## src/rtl/wblend_pkg.sv

```systemverilog
package wblend_pkg;

    typedef enum logic [1:0] {
        MODE_LEG128 = 2'b00,
        MODE_TRI128 = 2'b01,
        MODE_TRI256 = 2'b10,
        MODE_RSVD   = 2'b11
    } wb_mode_e;

    typedef enum logic [1:0] {
        UP_KEEP  = 2'b00,
        UP_ZERO  = 2'b01,
        UP_BLEND = 2'b10
    } up_sel_e;

endpackage

```

## src/rtl/wblend_lane.sv

```systemverilog
module wblend_lane #(
    parameter int WORD_W = 16,
    parameter int WORDS  = 8
) (
    input  logic [WORD_W*WORDS-1:0] lane_a,
    input  logic [WORD_W*WORDS-1:0] lane_b,
    input  logic [WORDS-1:0]        sel,
    output logic [WORD_W*WORDS-1:0] lane_y
);

    for (genvar w = 0; w < WORDS; w++) begin : g_word
        assign lane_y[w*WORD_W +: WORD_W] = sel[w] ? lane_b[w*WORD_W +: WORD_W]
                                                   : lane_a[w*WORD_W +: WORD_W];
    end

endmodule

```

## src/rtl/wblend_dec.sv

```systemverilog
module wblend_dec
    import wblend_pkg::*;
(
    input  logic [1:0] mode,
    input  logic       wide_en,
    output logic       illegal,
    output up_sel_e    up_sel
);

    always_comb begin
        illegal = 1'b0;
        up_sel  = UP_KEEP;
        unique case (wb_mode_e'(mode))
            MODE_LEG128: up_sel = UP_KEEP;
            MODE_TRI128: up_sel = UP_ZERO;
            MODE_TRI256: begin
                up_sel  = UP_BLEND;
                illegal = ~wide_en;
            end
            default:     illegal = 1'b1;
        endcase
    end

endmodule

```

## src/rtl/wblend_unit.sv

```systemverilog
module wblend_unit
    import wblend_pkg::*;
#(
    parameter int WORD_W     = 16,
    parameter int LANE_WORDS = 8
) (
    input  logic                               clk,
    input  logic                               rst,
    input  logic                               in_valid,
    input  logic [1:0]                         mode,
    input  logic                               wide_en,
    input  logic [LANE_WORDS-1:0]              imm_mask,
    input  logic [2*WORD_W*LANE_WORDS-1:0]     op_a,
    input  logic [2*WORD_W*LANE_WORDS-1:0]     op_b,
    output logic [2*WORD_W*LANE_WORDS-1:0]     res_data,
    output logic                               res_valid,
    output logic                               ud_fault
);

    localparam int LANE_W = WORD_W * LANE_WORDS;
    localparam int NLANES = 2;
    localparam int VEC_W  = LANE_W * NLANES;

    typedef struct packed {
        logic [VEC_W-1:0] res;
        logic             vld;
        logic             flt;
    } st_t;

    st_t st_d, st_q;

    logic    illegal;
    up_sel_e up_sel;
    logic [LANE_W-1:0] blend [NLANES];
    logic [LANE_W-1:0] upper;

    wblend_dec u_dec (
        .mode    (mode),
        .wide_en (wide_en),
        .illegal (illegal),
        .up_sel  (up_sel)
    );

    for (genvar l = 0; l < NLANES; l++) begin : g_lane
        wblend_lane #(.WORD_W(WORD_W), .WORDS(LANE_WORDS)) u_lane (
            .lane_a (op_a[l*LANE_W +: LANE_W]),
            .lane_b (op_b[l*LANE_W +: LANE_W]),
            .sel    (imm_mask),
            .lane_y (blend[l])
        );
    end

    always_comb begin
        unique case (up_sel)
            UP_ZERO:  upper = '0;
            UP_BLEND: upper = blend[1];
            default:  upper = op_a[VEC_W-1:LANE_W];
        endcase
    end

    always_comb begin
        st_d     = st_q;
        st_d.vld = 1'b0;
        st_d.flt = 1'b0;
        if (in_valid) begin
            if (illegal) begin
                st_d.flt = 1'b1;
            end else begin
                st_d.vld = 1'b1;
                st_d.res = {upper, blend[0]};
            end
        end
    end

    always_ff @(posedge clk) begin
        if (rst) st_q <= '0;
        else     st_q <= st_d;
    end

    assign res_data  = st_q.res;
    assign res_valid = st_q.vld;
    assign ud_fault  = st_q.flt;

    // a cycle never carries both a result and a fault
    p_excl_r9: assert property (@(posedge clk) disable iff (rst)
        !(res_valid && ud_fault));

    // a 256-bit request without the capability faults
    p_wide_fault_r5: assert property (@(posedge clk) disable iff (rst)
        (in_valid && mode == 2'b10 && !wide_en) |=> (ud_fault && !res_valid));

    // the reserved code faults
    p_rsvd_fault_r6: assert property (@(posedge clk) disable iff (rst)
        (in_valid && mode == 2'b11) |=> (ud_fault && !res_valid));

    // the result holds across a fault
    p_hold_fault_r5: assert property (@(posedge clk) disable iff (rst)
        ud_fault |-> $stable(res_data));

    // no request gives no strobe and a held result
    p_idle_r7: assert property (@(posedge clk) disable iff (rst)
        !in_valid |=> (!res_valid && !ud_fault && $stable(res_data)));

    // the upper lane is cleared in three-operand 128-bit mode
    p_zero_up_r3: assert property (@(posedge clk) disable iff (rst)
        (in_valid && mode == 2'b01) |=> (res_valid && res_data[VEC_W-1:LANE_W] == '0));

    // the upper lane passes through in legacy mode
    p_keep_up_r2: assert property (@(posedge clk) disable iff (rst)
        (in_valid && mode == 2'b00) |=>
            (res_valid && res_data[VEC_W-1:LANE_W] == $past(op_a[VEC_W-1:LANE_W])));

endmodule

```

## config.mk

```make
export PLATFORM = sky130hd
export DESIGN_NAME = wblend_unit
export DESIGN_NICKNAME = d
export VERILOG_FILES = /design/src/rtl/wblend_pkg.sv /design/src/rtl/wblend_lane.sv /design/src/rtl/wblend_dec.sv /design/src/rtl/wblend_unit.sv
export SDC_FILE = /design/constraint.sdc
export NUM_CORES = 1
export LEC_CHECK = 0
export BUFFER_PORTS_ARGS = -buffer_cell sky130_fd_sc_hd__buf_2
export CORE_AREA = 2 2 302 304
export DETAILED_ROUTE_END_ITERATION = 7
export DIE_AREA = 0 0 304 306
export PLACE_DENSITY = 0.45
export SETUP_SLACK_MARGIN = 0.02
export SKIP_CTS_REPAIR_TIMING = 1
export SYNTH_ARGS = -nofsm -noshare
export SYNTH_HDL_FRONTEND = slang
export SYNTH_SLANG_ARGS = --single-unit
```

## constraint.sdc

```tcl
create_clock -name clk -period 2.3 [get_ports clk]
set_input_delay 0.115 -clock clk [delete_from_list [all_inputs] [get_ports clk]]
set_output_delay 0.115 -clock clk [all_outputs]
set_load 0.005 [all_outputs]
```

==> results of run 1 <==
## worst reg2reg max path: cells and delay by family (launching register included)
family | cells | cell delay [ns]
buffers and inverters | 1 | 0.57
AOI/OAI and AO/OA | 2 | 0.33
DFF | 1 | 0.46
## cell usage after synthesis
| cell type | count |
|---|---|
| a21oi_1 | 253 |
| nand2b_1 | 4 |
| and2b_2 | 7 |
| mux2i_1 | 130 |
| nor2_1 | 3 |
| nor2b_1 | 5 |
| buf_12 | 6 |
| a211oi_1 | 88 |
| o2bb2ai_1 | 2 |
| a311oi_1 | 63 |
| dfxtp_1 | 258 |
| buf_2 | 76 |
| clkbuf_1 | 67 |
| buf_6 | 9 |
| or3_1 | 1 |
| a211oi_2 | 40 |
| and2_1 | 1 |
| and3b_1 | 8 |
| nand3_1 | 8 |
| o21ai_0 | 96 |
| o21ai_1 | 30 |
| a311oi_2 | 61 |
| and2b_1 | 1 |
| nand2_1 | 58 |
| inv_1 | 2 |
| nand2_2 | 60 |
| a32oi_1 | 2 |
| buf_4 | 11 |
| or4_1 | 1 |
| ha_1 | 3 |
## per-layer routing
layer / part of all wire, % / track usage [%] / vias to the layer above
met5: 0.037 / 0 / -
met1: 40 / 15.1 / 7550
li1: - / - / 7510
met3: 6.6 / 3.64 / 127
met2: 50 / 21.9 / 658
met4: 3.4 / 5.08 / 4
## layout by cell type (no fill, tap or decap), types with 5 or more instances in the layout
master         netlist  routed
a211oi_1            88      88
a211oi_2            40      40
buf_12               6      20
o21ai_0             96      96
clkbuf_16            0      37
dlygate4sd3_1        0     486
a21oi_1            253     253
clkbuf_8             0       5
clkbuf_1            67       7
nand2_2             60      60
and3b_1              8       8
and2b_2              7       7
nand3_1              8       8
o21ai_1             30      30
a311oi_2            61      61
a311oi_1            63      63
mux2i_1            130     130
buf_4               11      23
nand2_1             58      58
dfxtp_1            258     258
diode_2              0       5
buf_2               76     782
## kinds of logic after synthesis
group	synth area share, %
muxes	10.1
adders and majority gates	0.292
buffers and inverters	7.33
AOI/OAI and AO/OA	35.4
DFF	40.1
and+or+nand+nor	6.68
## sequential cells by signal, indices dropped and copies added, names as in the netlist
register   flops
ud_fault       1
res_valid      1
res_data     256
## final timing paths
path / cells after the start / endpoint / start / slack [ns]
max: 7 / res_data[167] / in_valid / 0.14
min: 3 / res_data[109] / op_b[109] / -0.04
max reg2reg: 3 / res_data[208] / res_data[208] / 0.89
min reg2reg: 1 / res_data[255] / res_data[255] / 0.47
## power breakdown
| part | internal (mW) | switching (mW) | leakage [nW] | total [mW] |
|---|---|---|---|---|
| sequential | 4.84 | 0.210 | 2.13 | 5.05 |
| combinational | 1.88 | 1.63 | 7.77 | 3.51 |
| clock | 3.30 | 2.22 | 0.549 | 5.52 |
| total | 10.0 | 4.06 | 10.5 | 14.1 |
## metrics by stage
| step | utilization (%) | setup WS [ns] |
|---|---|---|
| detailed placement | 20.0 | 0.155 |
| global placement | 20.0 | 0.249 |
| global route | 26.7 | 0.0802 |
| floorplan | - | 0.767 |
| finish | 26.7 | 0.138 |
| CTS | 21.3 | 0.738 |
## cell type report
class	instances	area [sq um]	share of cell area, %
antenna	5	12.5	0.0523
clock buffer	49	1020	4.27
clock inverter	8	96.3	0.402
inverter	2	7.51	0.0314
multi-input combinational	925	6800	28.4
sequential	258	5160	21.6
tap	1176	1470	6.15
timing repair buffer	1312	9370	39.1
==> impl_metrics.toml, run 1 <==
[clocking]
cts_buffers = 35
cts_tree = "yes"
clkLatencyLatePin_ns = 0.54
htreeDepth = 2
path_clk_slew_ns = 0.06
cts_root_buffer = "clkbuf_16"
clk_path_buf_depth = 3
clkSinkCount = 258

[setup_path]
max_stage_delay_ns = 0.59
path_cells = "dlygate4sd3_1 > buf_2 > nor2b_4 > buf_12 > a21oi_1 > a311oi_2 > dlygate4sd3_1"
cp.required_ns = 2.78
cp_num_buf_inv = 4
crit_type = "input pin to flop"
cp_data_arrival_time_ns = 2.64
path_delay_family = "buffers and inverters"
crit_fanout = 88
setup.worst_path.end_class = "flop"
start_kind = "input pin"
path_common_cell = "dlygate4sd3_1"
crit_slowest_cell = "dlygate4sd3_1"

[route]
drtIter0Drc = 1033
wl_per_cell_microns = 18.2
drtAntennaViolNets = 0
vias_per_cell = 4.24
drc_errors = 0
drt_pass1_iterations = 7
vias = 15800
detail_route.wirelength_microns = 68100

[synthesis]
yosysWarnings = 0
syn_area_sq_mm = 0.0129
synthCells = 1354
seq_area_frac_synth_pct = 40.1
yosys-top-cells-area = "dfxtp_1 (40%), mux2i_1 (10%), a21oi_1 (9.8%)"
synthDistinctLibCells = 30
yosys.area.top_type = "dfxtp_1"
syn-num-nets = 1883
ys_ff_latch = 258
synth.top_cell.area_share_pct = 40.1
syn_area_per_cell_sq_um = 9.50

[sta]
timing.fmax_mhz = 463
holdWs_ns = -0.0382
worst_slew_pin_slew_ns = 0.901
fin_crit_sh_pct = 94.0
drv_slew = 0
hold_viol_final = 4
fin_setup_tns_ns = 0
skew_ns = 0
maxSlewHeadroom_pct = 39.9
rsz0062_at_grt = "false"
period_needed_ns = 2.16
setup_viol = 0

[status]
violations = "hold timing"
outcome = "complete, but fails checks"

[final_layout]
drive_gt1_share_pct = 41.1
synthToLayoutAreaGrowth_pct = 86.0
fill_cells = 9673
design_area_sq_mm = 0.0239
layout.nets = 3063
final_cells = 3735

[power_and_ir_drop]
fin_total_pwr_mw = 14.1
powerDensity_mw_per_mm2 = 588
leakage_nw = 10.5
ir_drop_mv = 0.448

[run]
maxCapViolCount = 0

[floorplan]
die_width_microns = 304
fp.dieArea_sq_mm = 0.0930
initial_core_util_pct = 14.4
rows = 110
die_h_microns = 306
coreArea_sq_mm = 0.0896
ios = 784

[global_route]
grt_pass1_wl_microns = 91400
grt_pass1_vias = 13600
antenna_found_initial = 10
overflow = 0
grt_util_all_layers_pct = 12.8
grt_max_degree = 93

[placement]
dpl.cell_count = 3187
gp_congestion = 0.834
hpwl_microns = 47500
place_area_sq_mm = 0.0179
portBuffers = 783

[worst_hold_path]
hold_path.class = "input pin to flop"
Power figures use the tool's default switching activity.
==> inputs of run 2 (changes only) <==
- CORE_AREA: 2 2 302 304 -> 2 2 307 309
- DIE_AREA: 0 0 304 306 -> 0 0 309 311
- PLACE_DENSITY: 0.45 -> 0.47
- SYNTH_HIERARCHICAL: default -> 1
==> run 2 against run 1 <==
  * The run still ends with hold timing left
  * Sequential share of layout area shrank 0.58 points
  * Via count fell by 5.1%
  * Routed wire length down 9.3%
  * Final area rose by 2.7%
  * Area after synthesis increased by 17%
  * Worst hold slack about the same
==> impl_metrics.toml, run 2 <==
[floorplan]
fp.dieArea_sq_mm = 0.0961
coreArea_sq_mm = 0.0928
die_h_microns = 311
rows = 112
die_width_microns = 309
ios = 784
initial_core_util_pct = 16.2

[setup_path]
path_delay_family = "buffers and inverters"
cp_data_arrival_time_ns = 2.31
path_cells = "buf_2 > inv_1 > nor2_1 > inv_1 > ha_4 > nor2b_4 > buf_12 > buf_12 > a221oi_2 > dlygate4sd3_1 > nor3_2"
crit_type = "input pin to flop"
crit_slowest_cell = "dlygate4sd3_1"
setup.worst_path.end_class = "flop"
cp_num_buf_inv = 6
max_stage_delay_ns = 0.58
cp.required_ns = 2.77
crit_fanout = 37
start_kind = "input pin"

[placement]
portBuffers = 783
gp_congestion = 0.811
place_area_sq_mm = 0.0202
dpl.cell_count = 3410
pre_cts_ws_ns = 0.443
hpwl_microns = 44800

[global_route]
antenna_found_initial = 4
overflow = 0
grt_util_all_layers_pct = 11.5
grt_max_degree = 71
grt_pass1_wl_microns = 85400
grt_pass1_vias = 13700

[worst_hold_path]
hold_path.class = "input pin to flop"

[sta]
timing.fmax_mhz = 544
fin_crit_sh_pct = 79.9
worst_slew_pin_slew_ns = 0.677
maxSlewHeadroom_pct = 54.9
rsz0062_at_grt = "false"
finalWorstSetupSlack_ns = 0.462
holdWs_ns = -0.0385
drv_slew = 0
period_needed_ns = 1.84
hold_viol_final = 9
fin_setup_tns_ns = 0
setup_viol = 0
skew_ns = 0

[route]
drtAntennaViolNets = 0
detail_route.wirelength_microns = 61700
vias = 15000
drc_errors = 0
drtIter0Drc = 596
vias_per_cell = 3.96
wl_per_cell_microns = 16.2
drt_pass1_iterations = 5

[clocking]
htreeDepth = 2
path_clk_slew_ns = 0.06
cts_buffers = 35
cts_tree = "yes"
clkLatencyLatePin_ns = 0.53
clkSinkCount = 258
clk_path_buf_depth = 3
cts_root_buffer = "clkbuf_16"

[status]
violations = "hold timing"
outcome = "complete, but fails checks"

[synthesis]
synthArstFlopShare_pct = 0
synthDistinctLibCells = 22
yosys-top-cells-area = "dfxtp_1 (34%), mux2_4 (16%), a221oi_2 (11%)"
syn_area_sq_mm = 0.0150
synth.top_cell.area_share_pct = 34.4
synthTopCellsByCount = "dfxtp_1 (258), nand2_1 (257), mux2_4 (160), nor2_1 (131), a21oi_1 (128)"
synth_most_common_cell = "dfxtp_1"
syn_area_per_cell_sq_um = 10.4
yosysWarnings = 6
synth-edff-count = 0
syn-num-nets = 1968
synthCells = 1441
ys_ff_latch = 258
seq_area_frac_synth_pct = 34.4
yosys.area.top_type = "dfxtp_1"
synth_ff_type = "dfxtp_1"

[final_layout]
final_cells = 3798
mostFrequentLayoutCell = "buf_2"
synthToLayoutAreaGrowth_pct = 63.9
design_area_sq_mm = 0.0246
final_cell_mix = "buf_2 (782), dlygate4sd3_1 (327), dfxtp_1 (258)"
layout.nets = 3047
fill_cells = 10000
largest_register_ffs = 256
drive_gt1_share_pct = 55.0

[power_and_ir_drop]
powerDensity_mw_per_mm2 = 564
ir_drop_mv = 0.366
leakage_nw = 11.2

[run]
maxCapViolCount = 0
run 2: layer usage:
| metal | vias up | part of all wire [%] | track usage, % |
|---|---|---|---|
| met5 | - | 0.021 | 0 |
| met1 | 7057 | 41 | 13.5 |
| met2 | 559 | 50 | 20.3 |
| met4 | 2 | 3.4 | 4.06 |
| li1 | 7305 | - | - |
| met3 | 119 | 6.2 | 2.64 |
run 2: final timing paths:
path                      start            end  slack, ns  cells after the start
setup / recovery        mode[0]  res_data[157]       0.46                     11
setup reg to reg  res_data[128]  res_data[128]       1.64                      2
hold reg to reg    res_data[53]   res_data[53]       0.45                      2
hold / removal        op_b[102]  res_data[102]      -0.04                      4
run 2: cell families (layout without fill, tap and decap cells):
family | count (synthesis) | in the layout | share of synthesized area [%]
AOI/OAI and AO/OA | 257 | 257 | 16.4
adders and majority gates | 1 | 1 | 0.0834
muxes | 256 | 256 | 23.2
buffers and inverters | 149 | 1251 | 8.07
DFF | 258 | 258 | 34.4
and+or+nand+nor | 520 | 520 | 17.8
other | 0 | 1 | 0
run 2: area by class of cell:
type | instances | area [sq um] | share of cell area (%)
multi-input combinational | 1034 | 8670 | 35.2
timing repair buffer | 1189 | 8060 | 32.8
sequential | 258 | 5160 | 21.0
tap | 1254 | 1570 | 6.38
clock buffer | 50 | 1040 | 4.25
clock inverter | 10 | 81.3 | 0.331
inverter | 2 | 7.51 | 0.0305
antenna | 1 | 2.50 | 0.0102
run 2: power breakdown:
| group | switching (mW) | leakage (nW) | internal (mW) |
|---|---|---|---|
| clock network | 2.18 | 0.559 | 3.26 |
| logic | 1.61 | 8.52 | 1.90 |
| registers | 0.157 | 2.12 | 4.78 |
run 2: metrics by stage:
step	utilization, %	total power [mW]
after floorplan	-	6.79
after global placement	21.8	8.06
after detailed placement	21.8	8.06
after CTS	23.0	13.7
after global routing	26.5	14.6
final	26.5	13.9
run 2: worst reg2reg max path: stages, from the launching register on:
cell,delay (ns)
dfxtp_1,0.40
nor2_1,0.07
nor3_1,0.12
